[config.mk]
export PLATFORM = sky130hd
export DESIGN_NAME = nvs_spi_front
export DESIGN_NICKNAME = d
export VERILOG_FILES = /design/src/rtl/nvs_pkg.sv /design/src/rtl/nvs_sync.sv /design/src/rtl/nvs_edge.sv /design/src/rtl/nvs_framer.sv /design/src/rtl/nvs_rd_shift.sv /design/src/rtl/nvs_spi_front.sv
export SDC_FILE = /design/constraint.sdc
export NUM_CORES = 1
export LEC_CHECK = 0
export BUFFER_PORTS_ARGS = -buffer_cell sky130_fd_sc_hd__buf_4
export CORE_MARGIN = 5
export CORE_UTILIZATION = 40
export CTS_CLUSTER_SIZE = 10
export DETAILED_ROUTE_END_ITERATION = 8
export PLACE_DENSITY = 0.58
export SLEW_MARGIN = 20
export SYNTH_ARGS = -nofsm -noshare
export SYNTH_HDL_FRONTEND = slang
export SYNTH_HIERARCHICAL = 1
export SYNTH_SLANG_ARGS = --single-unit
[constraint.sdc]
create_clock -name clk -period 3 [get_ports clk]
set_input_delay 0.15 -clock clk [delete_from_list [all_inputs] [get_ports clk]]
set_output_delay 0.15 -clock clk [all_outputs]
set_load 0.005 [all_outputs]
[src/rtl/nvs_pkg.sv]
package nvs_pkg;
  localparam int OP_W  = 3;
  localparam int NSTRB = 5;

  typedef enum logic [2:0] {
    ST_HUNT,
    ST_INSTR,
    ST_WDATA,
    ST_RWAIT,
    ST_RDATA,
    ST_HOLD
  } fr_state_t;

  // bits 2..1 of the opcode both set mark a read
  function automatic logic is_read_pair(input logic [1:0] top2);
    return top2 == 2'b11;
  endfunction

  function automatic logic is_write_op(input logic [OP_W-1:0] op);
    return op == 3'b011;
  endfunction

  // one-hot pulse vector: {recall, wen_set, auto_en, store, wen_clr}
  function automatic logic [NSTRB-1:0] strobe_of(input logic [OP_W-1:0] op);
    case (op)
      3'b000:  return 5'b00001;
      3'b001:  return 5'b00010;
      3'b010:  return 5'b00100;
      3'b100:  return 5'b01000;
      3'b101:  return 5'b10000;
      default: return '0;
    endcase
  endfunction
endpackage

[src/rtl/nvs_sync.sv]
module nvs_sync #(
  parameter int          W       = 3,
  parameter logic [W-1:0] RST_VAL = '0
) (
  input  logic         clk,
  input  logic         rst_n,
  input  logic [W-1:0] din,
  output logic [W-1:0] lvl
);
  for (genvar i = 0; i < W; i++) begin : g_bit
    logic [1:0] pipe;
    always_ff @(posedge clk or negedge rst_n) begin
      if (!rst_n) pipe <= {2{RST_VAL[i]}};
      else        pipe <= {pipe[0], din[i]};
    end
    assign lvl[i] = pipe[1];
  end
endmodule

[src/rtl/nvs_edge.sv]
module nvs_edge (
  input  logic clk,
  input  logic rst_n,
  input  logic lvl,
  output logic rise,
  output logic fall
);
  logic prev;
  always_ff @(posedge clk or negedge rst_n) begin
    if (!rst_n) prev <= 1'b0;
    else        prev <= lvl;
  end
  assign rise = lvl & ~prev;
  assign fall = ~lvl & prev;
endmodule

[src/rtl/nvs_framer.sv]
module nvs_framer
  import nvs_pkg::*;
#(
  parameter int ADDR_W = 4,
  parameter int DATA_W = 16
) (
  input  logic              clk,
  input  logic              rst_n,
  input  logic              cs_hi,
  input  logic              sck_rise,
  input  logic              si_lvl,
  input  logic              busy,
  input  logic              wen_allow,
  output logic [ADDR_W-1:0] addr,
  output logic [DATA_W-1:0] wdata,
  output logic              we,
  output logic [NSTRB-1:0]  strb,
  output logic              rd_load
);
  localparam int INS_W = 1 + ADDR_W + OP_W;
  localparam int HW    = INS_W - 1;
  localparam int BW    = $clog2(INS_W + 1);
  localparam int DW    = $clog2(DATA_W + 1);
  localparam logic [BW-1:0] AT_RD  = BW'(INS_W - 2);
  localparam logic [BW-1:0] AT_OP  = BW'(INS_W - 1);
  localparam logic [DW-1:0] D_FULL = DW'(DATA_W);

  fr_state_t         st;
  logic [HW-1:0]     hist;
  logic [HW-1:0]     nxt;
  logic [BW-1:0]     bitn;
  logic [DW-1:0]     wcnt;
  logic [OP_W-1:0]   op8;

  assign nxt = {hist[HW-2:0], si_lvl};
  assign op8 = {hist[1:0], si_lvl};

  always_ff @(posedge clk or negedge rst_n) begin
    if (!rst_n) begin
      st <= ST_HUNT; hist <= '0; bitn <= '0; wcnt <= '0;
      addr <= '0; wdata <= '0; we <= 1'b0; strb <= '0; rd_load <= 1'b0;
    end else begin
      we <= 1'b0; strb <= '0; rd_load <= 1'b0;
      if (cs_hi) begin
        if (st == ST_WDATA && wcnt != '0 && wen_allow) we <= 1'b1;
        st <= ST_HUNT; bitn <= '0;
      end else if (sck_rise) begin
        case (st)
          ST_HUNT: if (si_lvl) begin
            hist <= HW'(1); bitn <= BW'(1); st <= ST_INSTR;
          end
          ST_INSTR: begin
            hist <= nxt;
            bitn <= bitn + 1'b1;
            if (bitn == AT_RD && is_read_pair(nxt[1:0])) begin
              if (busy) st <= ST_HOLD;
              else begin
                addr <= nxt[OP_W-1 +: ADDR_W];
                st   <= ST_RWAIT;
              end
            end else if (bitn == AT_OP) begin
              if (busy) st <= ST_HOLD;
              else if (is_write_op(op8)) begin
                addr <= hist[OP_W-1 +: ADDR_W];
                wdata <= '0; wcnt <= '0; st <= ST_WDATA;
              end else begin
                strb <= strobe_of(op8);
                st   <= ST_HOLD;
              end
            end
          end
          ST_RWAIT: begin
            rd_load <= 1'b1;
            st      <= ST_RDATA;
          end
          ST_WDATA: begin
            wdata <= {wdata[DATA_W-2:0], si_lvl};
            if (wcnt != D_FULL) wcnt <= wcnt + 1'b1;
          end
          default: ;
        endcase
      end
    end
  end


  zero_skip_chk: assert property (@(posedge clk) disable iff (!rst_n)
    (st == ST_HUNT && sck_rise && !si_lvl && !cs_hi) |=> st == ST_HUNT);

  one_pulse_chk: assert property (@(posedge clk) disable iff (!rst_n)
    $onehot0({strb, we}));

  we_allowed_chk: assert property (@(posedge clk) disable iff (!rst_n)
    we |-> $past(wen_allow));

  busy_drop_chk: assert property (@(posedge clk) disable iff (!rst_n)
    (|strb) |-> !$past(busy));
endmodule

[src/rtl/nvs_rd_shift.sv]
module nvs_rd_shift #(
  parameter int DATA_W = 16
) (
  input  logic              clk,
  input  logic              rst_n,
  input  logic              cs_hi,
  input  logic              load,
  input  logic [DATA_W-1:0] ld_data,
  input  logic              sck_fall,
  output logic              so,
  output logic              oe
);
  localparam int DW = $clog2(DATA_W + 1);

  logic [DATA_W-1:0] sh;
  logic [DW-1:0]     left;

  always_ff @(posedge clk or negedge rst_n) begin
    if (!rst_n) begin
      sh <= '0; left <= '0; so <= 1'b0; oe <= 1'b0;
    end else if (cs_hi) begin
      left <= '0; oe <= 1'b0;
    end else if (load) begin
      sh <= ld_data; left <= DW'(DATA_W);
    end else if (sck_fall) begin
      if (left != '0) begin
        so   <= sh[DATA_W-1];
        sh   <= {sh[DATA_W-2:0], 1'b0};
        oe   <= 1'b1;
        left <= left - 1'b1;
      end else begin
        oe <= 1'b0;
      end
    end
  end


  oe_on_fall_chk: assert property (@(posedge clk) disable iff (!rst_n)
    $rose(oe) |-> $past(sck_fall));

  oe_off_desel_chk: assert property (@(posedge clk) disable iff (!rst_n)
    cs_hi |=> !oe);
endmodule

[src/rtl/nvs_spi_front.sv]
module nvs_spi_front
  import nvs_pkg::*;
#(
  parameter int ADDR_W = 4,
  parameter int DATA_W = 16
) (
  input  logic              clk,
  input  logic              rst_n,
  input  logic              cs_n,
  input  logic              sck,
  input  logic              si,
  output logic              so_data,
  output logic              so_oe,
  output logic [ADDR_W-1:0] ram_addr,
  output logic [DATA_W-1:0] ram_wdata,
  output logic              ram_we,
  input  logic [DATA_W-1:0] ram_rdata,
  input  logic              ctrl_busy,
  input  logic              wen_allow,
  output logic              cmd_wen_clr,
  output logic              cmd_store,
  output logic              cmd_auto_en,
  output logic              cmd_wen_set,
  output logic              cmd_recall
);
  logic [2:0]       lvl;
  logic             sck_rise, sck_fall;
  logic             rd_load;
  logic [NSTRB-1:0] strb;

  nvs_sync #(.W(3), .RST_VAL(3'b001)) u_sync (
    .clk(clk), .rst_n(rst_n), .din({si, sck, cs_n}), .lvl(lvl)
  );

  nvs_edge u_edge (
    .clk(clk), .rst_n(rst_n), .lvl(lvl[1]), .rise(sck_rise), .fall(sck_fall)
  );

  nvs_framer #(.ADDR_W(ADDR_W), .DATA_W(DATA_W)) u_framer (
    .clk(clk), .rst_n(rst_n), .cs_hi(lvl[0]), .sck_rise(sck_rise),
    .si_lvl(lvl[2]), .busy(ctrl_busy), .wen_allow(wen_allow),
    .addr(ram_addr), .wdata(ram_wdata), .we(ram_we), .strb(strb),
    .rd_load(rd_load)
  );

  nvs_rd_shift #(.DATA_W(DATA_W)) u_rd (
    .clk(clk), .rst_n(rst_n), .cs_hi(lvl[0]), .load(rd_load),
    .ld_data(ram_rdata), .sck_fall(sck_fall), .so(so_data), .oe(so_oe)
  );

  assign {cmd_recall, cmd_wen_set, cmd_auto_en, cmd_store, cmd_wen_clr} = strb;
endmodule

After elaboration in Yosys (flattened, before gate mapping). Index checks and enable logic that the tools add are counted.

Equal/unequal tests: 23. Add/sub/neg operators: 3. Mux-type cells: 55. Bitwise logic cells: 6. Reductions and logical operators: 29.

Operator list (number): $mux 16 (7); $mux 5 (16); $mux 4 (8); $pmux 16 s2 (1); $pmux 5 s5 (1); $mux 3 (8); $reduce_bool 2->1 (8); $ne 2x2->1 const B (7); $reduce_and 7->1 (2); $eq 3x2->1 const B (4); $pmux 6 s2 (1); $reduce_and 4->1 (3); $pmux 5 s2 (1); $reduce_bool 5->1 (2); $mux 1 (9); $pmux 3 s3 (1); $reduce_bool 3->1 (3); $eq 4x3->1 const B (2); $pmux 4 s2 (1); $reduce_and 8->1 (1); $eq 3x1->1 const B (2); $eq 3x3->1 const B (2); $logic_not 3->1 (2); $mux 6 (1); 14 further kinds (23).

Register bits after elaboration: 75. Logic and storage cells: 133. Input bits: 23.

Logic depth before layout (Yosys ltp). Gate-level depths: netlist (run 1).

Depth after elaboration: 9. Mapped depth: 7. Mapped depth without buffers: 6.

Hierarchy. Netlist (run 1), hierarchy kept.

Modules (own cells, without submodules): nvs_framer (area an instance 2213.4 µm², instances 1, cells an instance 210); nvs_rd_shift (area an instance 1261.2 µm², instances 1, cells an instance 132); nvs_sync (area an instance 175.2 µm², instances 1, cells an instance 9); nvs_edge (area an instance 40.0 µm², instances 1, cells an instance 3).

Least setup slack after synthesis (run 1). No wires, ideal clock.

Path kind: reg-to-reg. Start point: reg u_framer.bitn[0]. End point: reg u_framer.addr[0]. Cell stages (with the launch flop): 7. Data required time: 2872 ps. Clock period less this slack: 1899 ps. Path slack: 1101 ps. Arrival time: 1772 ps. Library setup time: 128 ps. Buffers on the path: 0. Path through: dfrtp_1 inv_1 ha_1 nand3b_1 nor2_1 mux2_2 mux2_1.

Word-level cells in the longest chain between the ends: 4. Elaborated cells on any way between the ends: 9. Those cells by class: eq/ne: 4; mux: 1; reduce/logical: 4.

Ends and longest elaborated chain: start: declaration (RTL line nvs_framer.sv:31) `logic [BW-1:0] bitn;`; start signal: assignment (RTL line nvs_framer.sv:54) `bitn <= bitn + 1'b1;`; $eq 4x3->1 (RTL line nvs_framer.sv:55) `if (bitn == AT_RD && is_read_pair(nxt[1:0])) begin`; $logic_and 1x1->1 (RTL line nvs_framer.sv:55); $ne 2x2->1 (no source line) / $reduce_bool 2->1 (equally long branches); $reduce_and 7->1 (no source line); end signal: assignment (RTL line nvs_framer.sv:58) `addr <= nxt[OP_W-1 +: ADDR_W];`; end signal: assignment (RTL line nvs_framer.sv:64) `addr <= hist[OP_W-1 +: ADDR_W];`; end: declaration (RTL line nvs_framer.sv:14) `output logic [ADDR_W-1:0] addr,`.

Parallel ways exist; a longest one is shown, timed or not. A chain may end at the register's enable or synchronous reset.

Worst setup path in the final report (run 1).
Start point: reg u_framer.bitn[0]. End point: reg u_framer.wcnt[4].

Word-level cells in the longest chain between the ends: 4. Elaborated cells on any way between the ends: 6. Those cells by class: eq/ne: 4; reduce/logical: 2.

Ends and longest elaborated chain: $eq 4x3->1 (RTL line nvs_framer.sv:55); $logic_and 1x1->1 (RTL line nvs_framer.sv:55); $ne 2x2->1 (no source line); $reduce_and 8->1 (no source line) *; end signal: assignment (RTL line nvs_framer.sv:78) `if (wcnt != D_FULL) wcnt <= wcnt + 1'b1;`; end: declaration (RTL line nvs_framer.sv:32) `logic [DW-1:0] wcnt;`.

Mark *: on every way between the ends. The rest lies on a longest branch, timed or not.

==> flow_summary.toml, run 1 <==
[outcome]
status = "complete, no violations"

[placed_design]
io_buffers = 50
dpl.hpwl_um = 5090
gp_congestion = 0.774

[final_layout]
fill_cells = 898
area_growth_pct = 17.0
final_nets = 427
diodes = 0
final_util = 0.474
drive_gt1_frac = 0.240

[worst_hold_path]
min_path_type = "in -> reg"

[logic_synthesis]
synth_xor_area_frac = 0.00237
syn_area_mm2 = 0.00369
async_reset_ff_frac = 1.00
synth_compound_area_frac = 0.214
synth-adder-area-share = 0.0170
syn_inst = 354
avgSynthCellArea_um2 = 10.4
synth_top_area_frac = 0.495
synth-warning-count = 6
ys_seq_elements = 75
synth_edf_count = 0
synth_top_family_by_area = "compound AO/OA/AOI/OAI gates"
synth_top_area_cell = "dfrtp_1"
synthMuxAreaShare = 0.0427
synth_area_leaders = "dfrtp_1 (50%), o21ai_0 (5.2%), a211oi_1 (3.1%)"
ys_seq_area_frac = 0.509
synth_flop_cell = "dfrtp_1"
syn_nets = 382
ys_types = 60
yosys.area_share.simple = 0.165

[worst_setup_path]
crit_family = "compound AO/OA/AOI/OAI gates"
critPathCaptureType = "flop"
worstPathMaxFanout = 20
critPathArrivalTime_ns = 2.42
cpMaxStageDelayCell = "dfrtp_1"
crit_buf_inv = 0
cp.required_ns = 3.24
cpPeakStageDelay_ns = 0.44
crit_type = "reg -> reg"
crit_path_start_kind = "flop"
path_cells = "ha_1 > nand3b_1 > o31ai_2 > nand2_1 > o41ai_1"

[detailed_routing]
wl_met1_um = 3930
wl_per_cell_um = 15.5
wl_um = 7980
met3WireLength_um = 299
drt_first_pass_iters = 4
drc = 0
highest_layer = "met4"
drtAntennaViolNets = 0
drtIter0Drc = 88
viasPerCell = 5.52
route.met2.wl_um = 3620
via_count = 2844

[clock_tree]
h-tree-depth = 3
root_buffer = "clkbuf_8"
cts_tree = "built"
cts_sinks = 75
cts_buffer_depth = 2
numCtsBuffers = 9
clk-insertion-delay-late_ns = 0.35
cts.reportedPaths.clkPinSlew_ns = 0.08
post-cts-setup-buffers = 0

[floorplan]
ios = 51
die_w_um = 106
die_h_um = 106
rows = 35
fp.coreArea_mm2 = 0.00911
initial_core_util = 0.405
die_area_mm2 = 0.0112

[sta]
worst_pin_slew_ns = 0.954
max_freq_ghz = 0.459
skew_ns = 0.0109
fin_setup_tns_ns = 0
maxSlewViolCount = 0
max-slew-margin-rel = 0.364
rsz0062_at_grt = "no"
final-setup-viol-count = 0
post-route-period-util = 0.727
finalWorstPathRequiredPeriod_ns = 2.18
finalHoldViolations = 0

[global_routing]
first_global_vias = 2806
grt_pass1_wl_um = 13800
grt_usage = 0.149
grt_max_degree = 76
antenna_found_initial = 0
grt_overflow = 0

[power_and_ir_drop]
leakage_nw = 1.90
power_density_mw_per_mm2 = 529
ir_drop_v = 0.000261

[run]
cap_violations = 0
[Yosys cell counts, types with 2 or more instances]
library cell  instances
a21oi_1               7
clkbuf_1             12
o31ai_1               6
inv_1                15
o21ai_1               2
and2_1                2
nor3_1                9
ha_1                  5
o21ai_0              38
nand3_1               6
nand2_1              25
nor2_1               24
mux2_2               10
nor3b_2               2
a31oi_1               2
nand3b_1              5
nor4_1                4
buf_6                 3
o22ai_1              16
nand2b_1              3
o41ai_1               2
buf_4                 3
nor2b_1               6
a22o_1                4
a21boi_0             13
dfrtp_1              73
buf_2                 5
nor3b_4               2
a211oi_1             15
mux2_1                4
dfstp_2               2
[metal layers]
metal	up-vias	GRT usage
met5	-	0
met1	1395	0.207
li1	1382	-
met4	0	0.0564
met2	55	0.230
met3	12	0.0273
[timing repair]
| item | 4_1_cts | 5_1_grt |
|---|---|---|
| endpoints found under the setup margin | 0 | 0 |
| resized for setup | 0 | 0 |
| hold buffers | 4 | 0 |
| hold endpoints to repair | 54 | 0 |
[through the flow]
step	cells	total power [mW]	instance area, um2	worst slack [ns]	hold WS, ns
2_1_floorplan	354	1.49	3690	1.10	-0.146
3_3_place_gp	495	1.59	4100	0.874	0.258
3_5_place_dp	495	1.60	4100	0.791	0.260
4_1_cts	515	2.32	4320	0.799	0.0133
5_1_grt	515	2.42	4320	0.562	0.0145
6_report	515	2.28	4320	0.820	0.0288
[cell usage in the layout (no fill, tap or decap), drive strengths merged, types with 2 or more instances in the layout]
master	instances
a211oi	15
a21boi	13
a21oi	7
a22o	4
a31oi	2
and2	2
buf	53
clkbuf	10
clkinv	3
clkinvlp	2
dfrtp	73
dfstp	2
dlygate4sd3	4
ha	5
inv	16
mux2	14
nand2	25
nand2b	3
nand3	6
nand3b	6
nor2	24
nor2b	6
nor3	9
nor3b	5
nor4	5
nor4b	2
o21ai	40
o22ai	16
o31ai	7
o41ai	2
or4b	2
[area by class of cell]
class / instances / area, um2 / share of cell area
inverters: 15 / 56.3 / 0.0130
repair buffers: 57 / 438 / 0.101
clock buffers: 10 / 128 / 0.0296
well taps: 111 / 139 / 0.0322
flip-flops and latches: 75 / 1880 / 0.435
multi-input cells: 241 / 1630 / 0.377
clock inverters: 6 / 50.0 / 0.0116
[state kept, by name, summed over array words and instances (netlist names)]
| name | count |
|---|---|
| u_sync/g_bit.pipe | 6 |
| u_framer/bitn | 4 |
| u_rd/sh | 16 |
| u_framer/hist | 6 |
| u_framer/addr | 4 |
| u_framer/st | 3 |
| u_rd/so | 1 |
| u_framer/wcnt | 5 |
| u_framer/we | 1 |
| u_framer/rd_load | 1 |
| u_framer/strb | 5 |
| u_rd/left | 5 |
| u_framer/wdata | 16 |
| u_edge/prev | 1 |
| u_rd/oe | 1 |
[where the power goes]
| part | internal [mW] | total (mW) | switching, mW |
|---|---|---|---|
| registers | 1.07 | 1.18 | 0.108 |
| logic | 0.172 | 0.399 | 0.226 |
| clock network | 0.307 | 0.703 | 0.396 |
[cells by family (layout without fill, tap and decap cells)]
logic type | Yosys count | in the layout
AOI/OAI and AO/OA | 118 | 118
and+or+nand+nor | 103 | 103
DFF | 75 | 75
xor gates and xnor gates | 1 | 1
buffers and inverters | 38 | 88
muxes | 14 | 14
adders and majority gates | 5 | 5
[path summary, 6_finish.rpt]
path	from	endpoint	slack, ns	depth (start not counted)
setup / recovery	u_framer/bitn[0]	u_framer/wcnt[4]	0.82	5
hold / removal	ctrl_busy	u_framer/strb[2]	0.03	2
setup reg to reg	u_framer/bitn[0]	u_framer/wcnt[4]	0.82	5
hold reg to reg	u_sync/g_bit[1].pipe[0]	u_sync/g_bit[1].pipe[1]	0.35	0
max in group asynchronous	rst_n	u_sync/g_bit[1].pipe[0]	1.89	2
min in group asynchronous	rst_n	u_framer/wdata[11]	0.46	2
[worst reg2reg max path: cells and delay by family (launching register included)]
family	cells	cell delay, ns
AO/OA/AOI/OAI	2	0.79
AND/OR/NAND/NOR	2	0.63
adder cells (fa/ha/maj)	1	0.22
flip-flops	1	0.44
No activity file was read; power rests on OpenSTA's default activity.
==> run 2, diff against run 1 <==
==> constraint.sdc (replaced) <==
create_clock -name clk -period 2.1 [get_ports clk]
set_input_delay 0.105 -clock clk [delete_from_list [all_inputs] [get_ports clk]]
set_output_delay 0.105 -clock clk [all_outputs]
set_load 0.005 [all_outputs]
==> run 2 against run 1 <==
Hold slack gained 0.025 ns. Count of clock-buffer cells in the layout grew 3. Maximum frequency grew 11%. Cell area grew 3.8%. Register-to-register slack lost 0.69 ns. Critical path type unchanged. Critical endpoint is now u_framer/st[0]. Highest routed layer unchanged.
==> flow_summary.toml, run 2 (synthesis results as in run 1) <==
[sta]
finalHoldViolations = 0
rsz0062_at_grt = "yes"
skew_ns = 0.00850
max-slew-margin-rel = 0.406
max_freq_ghz = 0.509
setup_ws_ns = 0.135
post-route-period-util = 0.936
finalWorstPathRequiredPeriod_ns = 1.97
final-setup-viol-count = 0
holdWs_ns = 0.0539
worst_pin_slew_ns = 0.888
maxSlewViolCount = 0

[final_layout]
multi_input_area_mm2 = 0.00164
fill_cells = 864
layout_common_cells = "dfrtp_1 (73), buf_4 (68), o21ai_0 (38), nand2_1 (24), nor2_1 (23)"
final_util = 0.492
drive_gt1_frac = 0.271
final_nets = 444
layout_commonest_cell = "dfrtp_1"
largestRegisters = "u_framer/wdata x16, u_rd/sh x16"
finalNonFillerCells = 531
diodes = 0
final_area_mm2 = 0.00448
ff_latch_area_mm2 = 0.00188
area_growth_pct = 21.5

[clock_tree]
cts.reportedPaths.clkPinSlew_ns = 0.07
cts_sinks = 75
h-tree-depth = 3
cts_buffer_depth = 2
clk-insertion-delay-late_ns = 0.34
post-cts-setup-buffers = 0
numCtsBuffers = 9
root_buffer = "clkbuf_8"
cts_tree = "built"

[floorplan]
die_h_um = 106
initial_core_util = 0.405
rows = 35
die_area_mm2 = 0.0112
die_w_um = 106
fp.coreArea_mm2 = 0.00911
ios = 51

[global_routing]
grt_overflow = 0
grt_pass1_wl_um = 13900
first_global_vias = 2882
grt_max_degree = 41
antenna_found_initial = 0
grt_usage = 0.149

[power_and_ir_drop]
p_sw_uw = 998
combPwrFrac = 0.187
p_int_mw = 2.42
power_density_mw_per_mm2 = 762
ir_drop_v = 0.000352
p_sw_frac = 0.292
clockPowerShare = 0.325
seqPwrFrac = 0.488
leakage_nw = 2.00

[worst_setup_path]
crit_path_start_kind = "flop"
critPathCaptureType = "flop"
crit_type = "reg -> reg"
worstPathMaxFanout = 9
critPathArrivalTime_ns = 2.19
cp.required_ns = 2.32

[placed_design]
dpl_cell_area_mm2 = 0.00421
gp_congestion = 0.841
pre_cts_ws_ns = 0.123
dp.cells = 510
dpl.hpwl_um = 5560
io_buffers = 50

[detailed_routing]
drc = 0
wl_um = 8060
wl_per_cell_um = 15.2
drtIter0Drc = 71
via_count = 2904
drt_first_pass_iters = 4
viasPerCell = 5.47
drtAntennaViolNets = 0

[run]
cap_violations = 0

[outcome]
status = "complete, no violations"

[worst_hold_path]
min_path_type = "in -> reg"
[run 2: final timing paths]
check | start | to | slack (ns) | cells after the start
setup / recovery | u_framer/st[2] | u_framer/st[0] | 0.13 | 3
hold / removal | ram_rdata[0] | u_rd/sh[0] | 0.05 | 3
setup reg to reg | u_framer/st[2] | u_framer/st[0] | 0.13 | 3
hold reg to reg | u_sync/g_bit[1].pipe[0] | u_sync/g_bit[1].pipe[1] | 0.35 | 0
max in group asynchronous | rst_n | u_sync/g_bit[0].pipe[1] | 1.13 | 3
min in group asynchronous | rst_n | u_framer/wdata[10] | 0.25 | 2
[run 2: layout make-up]
class,instances,share of cell area
Tap cell,111,0.0310
Sequential cell,75,0.419
Timing Repair Buffer,74,0.127
Clock buffer,13,0.0354
Clock inverter,2,0.00781
Inverter,15,0.0126
Multi-Input combinational cell,241,0.367
[run 2: metrics by stage]
stage | TNS [ns] | power (mW)
after floorplan | 0 | 2.13
after global placement | 0 | 2.31
after detailed placement | 0 | 2.32
after CTS | 0 | 3.46
after global routing | -0.0786 | 3.61
final | 0 | 3.42
[run 2: timing repair]
item	CTS	global route
hold buffers	6	0
setup endpoints to repair	0	18
gates resized for setup	0	5
endpoints found under the hold margin	42	0
[run 2: critical path, stage by stage (launching register included)]
cell,delay [ns]
dfrtp_1,0.50
or4b_4,0.60
o32ai_2,0.36
mux2_2,0.39
[run 2: power by group through the flow]
stage	clock network (mW)	logic, mW	registers, mW
6_report	1.11	0.641	1.67
5_1_grt	1.21	0.716	1.68
4_1_cts	1.16	0.640	1.67
3_5_place_dp	0	0.627	1.69
3_3_place_gp	0	0.620	1.69
2_1_floorplan	0	0.497	1.63
[run 2: metal layers]
metal | part of all wire | global-route usage | routed length [um] | vias to the layer above
met3 | 0.040 | 0.0364 | 325 | 6
li1 | - | - | - | 1423
met5 | 0 | 0 | 0 | -
met4 | 0.0078 | 0.0444 | 63 | 0
met2 | 0.47 | 0.239 | 3760 | 51
met1 | 0.49 | 0.201 | 3920 | 1424
